[config.mk]
export PLATFORM = sky130hd
export DESIGN_NAME = ep_irq_aggregator
export DESIGN_NICKNAME = d
export VERILOG_FILES = /design/src/rtl/ep_irq_pkg.sv /design/src/rtl/ep_evt_slot.sv /design/src/rtl/ep_reg_readmux.sv /design/src/rtl/ep_irq_aggregator.sv
export SDC_FILE = /design/constraint.sdc
export NUM_CORES = 1
export LEC_CHECK = 0
export ABC_AREA = 1
export CAP_MARGIN = 20
export CELL_PAD_IN_SITES_DETAIL_PLACEMENT = 1
export CELL_PAD_IN_SITES_GLOBAL_PLACEMENT = 2
export CORE_MARGIN = 10
export CORE_UTILIZATION = 27
export CTS_CLUSTER_DIAMETER = 150
export DETAILED_ROUTE_END_ITERATION = 6
export PLACE_DENSITY = 0.95
export SLEW_MARGIN = 20
export SYNTH_ARGS = -nofsm -noshare
export SYNTH_HDL_FRONTEND = slang
export SYNTH_HIERARCHICAL = 1
export SYNTH_SLANG_ARGS = --single-unit
[constraint.sdc]
create_clock -name clk -period 3.86 [get_ports clk]
set_input_delay 0.965 -clock clk [delete_from_list [all_inputs] [get_ports clk]]
set_output_delay 0.965 -clock clk [all_outputs]
set_load 0.02 [all_outputs]
[src/rtl/ep_irq_pkg.sv]
package ep_irq_pkg;
    localparam int N_EP          = 4;
    localparam int IDX_W         = $clog2(N_EP);
    localparam int RGN_W         = 3;
    localparam int ADDR_W        = RGN_W + IDX_W;
    localparam int DATA_W        = 32;
    localparam int HALF          = DATA_W / 2;
    localparam int STS_W         = 11;
    localparam int DEV_W         = 8;
    localparam int OUT_ALIAS     = 2;
    localparam int OUT_ALIAS_TGT = 0;

    localparam int B_OUT_DATA = 4;
    localparam int B_SETUP    = 5;
    localparam int B_IN_TOKEN = 6;
    localparam int B_NO_BUF   = 7;
    localparam int B_BUS_ERR  = 9;
    localparam int B_TX_DONE  = 10;

    function automatic logic [STS_W-1:0] sts_valid_bits();
        logic [STS_W-1:0] v;
        v = '0;
        v[B_OUT_DATA] = 1'b1;
        v[B_SETUP]    = 1'b1;
        v[B_IN_TOKEN] = 1'b1;
        v[B_NO_BUF]   = 1'b1;
        v[B_BUS_ERR]  = 1'b1;
        v[B_TX_DONE]  = 1'b1;
        return v;
    endfunction

    function automatic logic [DATA_W-1:0] sum_valid_bits();
        logic [DATA_W-1:0] v;
        v = '0;
        for (int i = 0; i < N_EP; i++) begin
            v[i] = 1'b1;
            if (i != OUT_ALIAS) v[HALF+i] = 1'b1;
        end
        return v;
    endfunction

    localparam logic [STS_W-1:0]  STS_VALID = sts_valid_bits();
    localparam logic [DATA_W-1:0] SUM_VALID = sum_valid_bits();

    typedef enum logic [RGN_W-1:0] {
        RG_IN_STS  = 3'd0,
        RG_IN_MSK  = 3'd1,
        RG_OUT_STS = 3'd2,
        RG_OUT_MSK = 3'd3,
        RG_GLOBAL  = 3'd4
    } region_e;

    localparam logic [IDX_W-1:0] G_SUM    = IDX_W'(0);
    localparam logic [IDX_W-1:0] G_SUMMSK = IDX_W'(1);
    localparam logic [IDX_W-1:0] G_DEV    = IDX_W'(2);
    localparam logic [IDX_W-1:0] G_DEVMSK = IDX_W'(3);

    typedef logic [N_EP-1:0][STS_W-1:0] ep_sts_arr_t;

    function automatic logic [IDX_W-1:0] out_phys(input logic [IDX_W-1:0] ix);
        return (ix == IDX_W'(OUT_ALIAS)) ? IDX_W'(OUT_ALIAS_TGT) : ix;
    endfunction
endpackage

[src/rtl/ep_evt_slot.sv]
module ep_evt_slot #(
    parameter int             W     = 11,
    parameter logic [W-1:0]   VALID = '1
) (
    input  logic         clk,
    input  logic         rst,
    input  logic [W-1:0] set_i,
    input  logic         sts_wr_i,
    input  logic         msk_wr_i,
    input  logic [W-1:0] wdata_i,
    output logic [W-1:0] sts_o,
    output logic [W-1:0] msk_o,
    output logic         pend_o
);
    logic [W-1:0] sts_q, msk_q, clr;

    assign clr = sts_wr_i ? wdata_i : '0;

    always_ff @(posedge clk) begin
        if (rst) begin
            sts_q <= '0;
            msk_q <= '0;
        end else begin
            sts_q <= ((sts_q & ~clr) | set_i) & VALID;
            if (msk_wr_i) msk_q <= wdata_i & VALID;
        end
    end

    assign sts_o  = sts_q;
    assign msk_o  = msk_q;
    assign pend_o = |(sts_q & ~msk_q);
endmodule

[src/rtl/ep_reg_readmux.sv]
module ep_reg_readmux
    import ep_irq_pkg::*;
(
    input  region_e              rg,
    input  logic [IDX_W-1:0]     ix,
    input  ep_sts_arr_t          in_sts,
    input  ep_sts_arr_t          in_msk,
    input  ep_sts_arr_t          out_sts,
    input  ep_sts_arr_t          out_msk,
    input  logic [DATA_W-1:0]    summary,
    input  logic [DATA_W-1:0]    sum_msk,
    input  logic [DEV_W-1:0]     dev_sts,
    input  logic [DEV_W-1:0]     dev_msk,
    output logic [DATA_W-1:0]    rdata
);
    always_comb begin
        rdata = '0;
        case (rg)
            RG_IN_STS:  rdata = DATA_W'(in_sts[ix]);
            RG_IN_MSK:  rdata = DATA_W'(in_msk[ix]);
            RG_OUT_STS: rdata = DATA_W'(out_sts[out_phys(ix)]);
            RG_OUT_MSK: rdata = DATA_W'(out_msk[out_phys(ix)]);
            RG_GLOBAL: begin
                case (ix)
                    G_SUM:    rdata = summary;
                    G_SUMMSK: rdata = sum_msk;
                    G_DEV:    rdata = DATA_W'(dev_sts);
                    G_DEVMSK: rdata = DATA_W'(dev_msk);
                    default:  rdata = '0;
                endcase
            end
            default: rdata = '0;
        endcase
    end
endmodule

[src/rtl/ep_irq_aggregator.sv]
module ep_irq_aggregator
    import ep_irq_pkg::*;
(
    input  logic                    clk,
    input  logic                    rst,
    input  logic [N_EP*STS_W-1:0]   in_evt,
    input  logic [N_EP*STS_W-1:0]   out_evt,
    input  logic [DEV_W-1:0]        dev_evt,
    input  logic [ADDR_W-1:0]       reg_addr,
    input  logic                    reg_wr,
    input  logic [DATA_W-1:0]       reg_wdata,
    output logic [DATA_W-1:0]       reg_rdata,
    output logic [DATA_W-1:0]       ep_irq_word,
    output logic                    irq
);
    region_e          rg;
    logic [IDX_W-1:0] ix;
    logic [IDX_W-1:0] out_ix;

    assign rg     = region_e'(reg_addr[ADDR_W-1:IDX_W]);
    assign ix     = reg_addr[IDX_W-1:0];
    assign out_ix = out_phys(ix);

    ep_sts_arr_t     in_sts_p, in_msk_p, out_sts_p, out_msk_p;
    logic [N_EP-1:0] in_pend, out_pend;

    for (genvar i = 0; i < N_EP; i++) begin : g_in
        ep_evt_slot #(.W(STS_W), .VALID(STS_VALID)) u_slot (
            .clk      (clk),
            .rst      (rst),
            .set_i    (in_evt[i*STS_W +: STS_W]),
            .sts_wr_i (reg_wr && rg == RG_IN_STS && ix == IDX_W'(i)),
            .msk_wr_i (reg_wr && rg == RG_IN_MSK && ix == IDX_W'(i)),
            .wdata_i  (reg_wdata[STS_W-1:0]),
            .sts_o    (in_sts_p[i]),
            .msk_o    (in_msk_p[i]),
            .pend_o   (in_pend[i])
        );
    end

    for (genvar i = 0; i < N_EP; i++) begin : g_out
        if (i == OUT_ALIAS) begin : g_alias
            assign out_sts_p[i] = '0;
            assign out_msk_p[i] = '0;
            assign out_pend[i]  = 1'b0;
        end else begin : g_store
            logic [STS_W-1:0] set_w;
            if (i == OUT_ALIAS_TGT) begin : g_merge
                assign set_w = out_evt[i*STS_W +: STS_W] | out_evt[OUT_ALIAS*STS_W +: STS_W];
            end else begin : g_own
                assign set_w = out_evt[i*STS_W +: STS_W];
            end
            ep_evt_slot #(.W(STS_W), .VALID(STS_VALID)) u_slot (
                .clk      (clk),
                .rst      (rst),
                .set_i    (set_w),
                .sts_wr_i (reg_wr && rg == RG_OUT_STS && out_ix == IDX_W'(i)),
                .msk_wr_i (reg_wr && rg == RG_OUT_MSK && out_ix == IDX_W'(i)),
                .wdata_i  (reg_wdata[STS_W-1:0]),
                .sts_o    (out_sts_p[i]),
                .msk_o    (out_msk_p[i]),
                .pend_o   (out_pend[i])
            );
        end
    end

    logic [DEV_W-1:0] dev_sts, dev_msk;
    logic             dev_pend;

    ep_evt_slot #(.W(DEV_W), .VALID('1)) u_dev (
        .clk      (clk),
        .rst      (rst),
        .set_i    (dev_evt),
        .sts_wr_i (reg_wr && rg == RG_GLOBAL && ix == G_DEV),
        .msk_wr_i (reg_wr && rg == RG_GLOBAL && ix == G_DEVMSK),
        .wdata_i  (reg_wdata[DEV_W-1:0]),
        .sts_o    (dev_sts),
        .msk_o    (dev_msk),
        .pend_o   (dev_pend)
    );

    logic [DATA_W-1:0] summary, sum_msk_q;

    always_comb begin
        summary = '0;
        for (int i = 0; i < N_EP; i++) begin
            summary[i]      = in_pend[i];
            summary[HALF+i] = out_pend[i];
        end
    end

    always_ff @(posedge clk) begin
        if (rst)
            sum_msk_q <= '0;
        else if (reg_wr && rg == RG_GLOBAL && ix == G_SUMMSK)
            sum_msk_q <= reg_wdata & SUM_VALID;
    end

    assign ep_irq_word = summary & ~sum_msk_q;
    assign irq         = (|ep_irq_word) | dev_pend;

    ep_reg_readmux u_rd (
        .rg      (rg),
        .ix      (ix),
        .in_sts  (in_sts_p),
        .in_msk  (in_msk_p),
        .out_sts (out_sts_p),
        .out_msk (out_msk_p),
        .summary (summary),
        .sum_msk (sum_msk_q),
        .dev_sts (dev_sts),
        .dev_msk (dev_msk),
        .rdata   (reg_rdata)
    );
endmodule

* Word level (Yosys, flattened, before mapping)
Index checks and enable logic that the tools add are counted.
** Storage, ports and cells
- Register bits :: 142
- Bits of input ports :: 136
- Output and inout bits :: 65
- Word-level logic and storage cells :: 132
** Operators by class
- Magnitude comparators :: 2
- Equal/unequal tests :: 9
- Muxes and demuxes :: 19
- Bitwise logic cells :: 44
- Reduce and logical (&&, ||, !) cells :: 34
** Operators with widths (count)
- one-hot mux 32 bit (5 select lines) :: 1
- bitwise AND 11 bit :: 14
- NOT 11 bit :: 14
- one-hot mux 32 bit (4 select lines) :: 1
- two-way mux 11 bit :: 11
- binary-select mux 11 bit (select 2 bit) :: 4
- bitwise OR 11 bit :: 8
- OR reduction 11 bit :: 7
- bitwise AND 20 x 32 -> 32 bit :: 1
- NOT 20 -> 32 bit :: 1
- OR reduction 32 bit :: 1
- logical AND 1 bit :: 22
- bitwise AND 8 bit :: 2
- NOT 8 bit :: 2
- two-way mux 8 bit :: 1
- bitwise OR 8 bit :: 1
- OR reduction 8 bit :: 1
- == test 2 bit, second input constant :: 3
- == test 3 x 2 -> 1 bit, second input constant :: 2
- less-than comparator 2 x 3 -> 1 bit, second input constant :: 2
- == test 2 x 1 -> 1 bit, second input constant :: 2
- logical NOT 2 bit :: 2
- == test 3 x 1 -> 1 bit, second input constant :: 1
- == test 3 bit, second input constant :: 1
- other kinds (3) :: 3

* Longest topological paths before layout
- Depth after elaboration :: 8
- Mapped depth :: 11
- Mapped depth without buffers :: 11

* Cells and area by module
Netlist, hierarchy kept.
** By module, submodules not included
- ep_evt_slot at g_in[0].u_slot ... :: instances 7, cells an instance 78, area each 543.0 µm², seq. area each 240.2 µm²
- ep_reg_readmux :: instances 1, cells an instance 527, area each 2333.5 µm², seq. area each 0.0 µm²
- ep_irq_aggregator :: instances 1, cells an instance 147, area each 859.6 µm², seq. area each 140.1 µm²
- ep_evt_slot at u_dev :: instances 1, cells an instance 92, area each 664.4 µm², seq. area each 320.3 µm²

* Worst setup path after synthesis
OpenSTA, ideal clock, no wires.
- Kind :: input to output
- Start point :: in reg_addr[1]
- End point :: out reg_rdata[16]
- Arrival :: 1964 ps
- Required time :: 2895 ps
- Setup slack :: 931 ps
- Stages :: 6
- Path buffers :: 3
- Cells stage by stage :: buf_6 -> nor2_8 -> buf_4 -> buf_4 -> nand2_1 -> a21oi_1
** Between the ends
- Cells in the longest elaborated chain, start to end :: 3
- Elaborated cells between the ends (all ways) :: 6
- Those cells by class :: eq/ne (3); mux (2); reduce/logical (1)
** Ends and longest elaborated chain
- start, declared :: line ep_irq_aggregator.sv:9 : input logic [ADDR_W-1:0] reg_addr,
- == test 2 bit, or another cell as far along :: line ep_reg_readmux.sv:24 : case (ix)
- one-hot mux 32 bit (4 select lines) (*) :: line ep_reg_readmux.sv:24
- one-hot mux 32 bit (5 select lines) (*) :: line ep_reg_readmux.sv:18 : case (rg)
- end, declared :: line ep_irq_aggregator.sv:12 : output logic [DATA_W-1:0] reg_rdata,
Mark *: on every way between the ends. The rest lies on a longest branch, timed or not. The select of a mux whose other input is x is not followed.

* Final worst setup path
- Start point :: in reg_addr[3]
- End point :: out reg_rdata[10]
** Between the ends
- Cells in the longest elaborated chain, start to end :: 2
- Elaborated cells between the ends (all ways) :: 6
- Those cells by class :: eq/ne (4); mux (1); reduce/logical (1)
** Ends and longest elaborated chain (line)
- == test 3 bit, or another cell as far along :: ep_reg_readmux.sv:18
- one-hot mux 32 bit (5 select lines) (*) :: ep_reg_readmux.sv:18
Mark *: on every way between the ends. The rest lies on a longest branch, timed or not.

==> flow_summary.toml <==
[run_status]
status = "finished, final reports clean"

[timing]
finalSetupViolCount = 0
report.final.slew_viol_count = 0
setup_slack_ns = 0.158
relSlewSlack = 0.350
fin_skew_ns = 0
min_period_ns = 3.70
worst_pin_slew_ns = 0.973
maxClockFrequency_mhz = 270
period_share = 0.959
hold_viol_final = 0
rsz0062_at_grt = "false"

[grt]
grt_pass1_wl_um = 44200
antenna_found_initial = 0
grt_max_degree = 51
grt_usage = 0.155
grt_overflow = 0
grt_pass1_vias = 8252

[routing]
drt-pass1-iter-count = 4
routed_wl_um = 28200
via_per_inst = 4.42
drtIter0Drc = 420
wire_per_inst_um = 15.4
final_antenna_net_count = 0
drc = 0
vias = 8127

[cts]
cts_buffer_depth = 2
cts.sinks = 107
htreeDepth = 3
clock_latency_ns = 0.35
cts_made_buffers = 9
cts_hold_buf = 0
cts_root_buffer = "clkbuf_16"
cts_tree = "done"
post_cts_resized = 12
clk_pin_slew_ns = 0.07
post_cts_buffers = 0

[cells_and_area]
fin_nets = 1592
drive_gt1_frac = 0.0623
n_antenna_cell = 0
stdcell_area_sq_um = 9190
area_growth_pct = 20.5

[pwr]
ir_worst_vdd_mv = 0.177
p_leak_uw = 0.00432
power_density_nw_per_um2 = 295

[worst_setup_path]
startpoint_type = "input pin"
worstPathRequired_ns = 2.89
critPathKind = "input pin to primary output"
cp_slowest_cell = "clkdlybuf4s50_1"
path_delay_family = "buffers and inverters"
path_buf_inv = 5
crit_arrival_ns = 2.74
crit_path_cell_trace = "clkdlybuf4s50_1 -> inv_1 -> nor3_1 -> buf_4 -> nand2_1 -> nand2_1 -> inv_1 -> nand3_1 -> dlygate4sd2_1"
cpPeakStageDelay_ns = 0.55
cp_max_fo = 8
end_kind = "primary output"

[floorplanning]
dieArea_sq_um = 35400
die_width_um = 188
row_count = 61
start_util = 0.274
io-pin-count = 201
die_y_um = 188
coreArea_sq_um = 27900

[run]
maxCapViolations = 0

[yosys]
netlist_area_sq_um = 7630
netlist_instances = 1307
avgSynthCellArea_sq_um = 5.84
yosys_warnings = 6

[placed_design]
gp_congestion = 0.848
dpl-instance-area_sq_um = 8900
pre_cts_ws_ns = -0.110
post-dp-hpwl_um = 21800
io_buffers = 97

[hold_path]
hold_path.class = "flop to flop"
==> final timing paths <==
| kind | depth (start not counted) | from | end | slack (ns) |
|---|---|---|---|---|
| worst min register to register | 2 | g_in[0].u_slot/msk_o[7] | g_in[0].u_slot/msk_o[7] | 0.48 |
| worst max register to register | 2 | u_dev/sts_o[3] | u_dev/sts_o[3] | 3.14 |
| worst min-delay path | 2 | g_in[0].u_slot/msk_o[7] | g_in[0].u_slot/msk_o[7] | 0.48 |
| worst max-delay path | 9 | reg_addr[3] | reg_rdata[10] | 0.16 |
==> placed cells by master, fill, tap and decap left out, types with 10 or more instances in the layout <==
| cell | instances |
|---|---|
| nor2_1 | 156 |
| nand4_1 | 10 |
| inv_2 | 12 |
| dlygate4sd2_1 | 11 |
| dfxtp_1 | 107 |
| nand3_1 | 108 |
| a21oi_1 | 119 |
| clkdlybuf4s50_1 | 81 |
| conb_1 | 145 |
| inv_1 | 108 |
| buf_4 | 46 |
| nand2_1 | 492 |
==> layer usage <==
layer  global-route usage  vias up  share of wire
met4               0.0440        0          0.017
li1                     -     4107              -
met5                    0        -              0
met1                0.204     3796           0.48
met3               0.0278       30          0.050
met2                0.254      194           0.46
==> metrics by stage <==
step,instances,power [uW],utilization,TNS [ns],hold WS (ns)
after floorplan,1444,1590,-,0,0.448
after global placement,1823,1760,0.319,-0.195,0.465
after detailed placement,1823,1770,0.319,-0.427,0.472
after CTS,1838,2730,0.330,0,0.482
after global routing,1838,2850,0.330,0,0.499
final,1838,2710,0.330,0,0.481
==> state kept, by name, summed over array words and instances (netlist names) <==
name	flops
g_in.u_slot/msk_o	24
g_in.u_slot/sts_o	24
g_out.g_store.u_slot/msk_o	18
g_out.g_store.u_slot/sts_o	18
sum_msk_q	7
u_dev/msk_o	8
u_dev/sts_o	8
==> where the power goes <==
| group | leakage (uW) | switching (uW) | internal (uW) |
|---|---|---|---|
| sequential | 0.000879 | 41.2 | 1150 |
| clock | 0.000148 | 447 | 517 |
| combinational | 0.00329 | 350 | 211 |
| total | 0.00432 | 839 | 1870 |
==> cell type report <==
class / count / area (sq um)
well taps: 378 / 473
clock buffers: 10 / 239
flip-flops and latches: 107 / 2140
inverters: 123 / 472
multi-input cells: 1071 / 4480
fillers: 3783 / 18700
clock inverters: 5 / 53.8
repair buffers: 144 / 1330
==> worst min-delay path, stage by stage (launching register included) <==
cell,delay (ns)
dfxtp_1,0.32
nand2_1,0.06
a21oi_1,0.05
No activity file was read; power rests on OpenSTA's default activity.
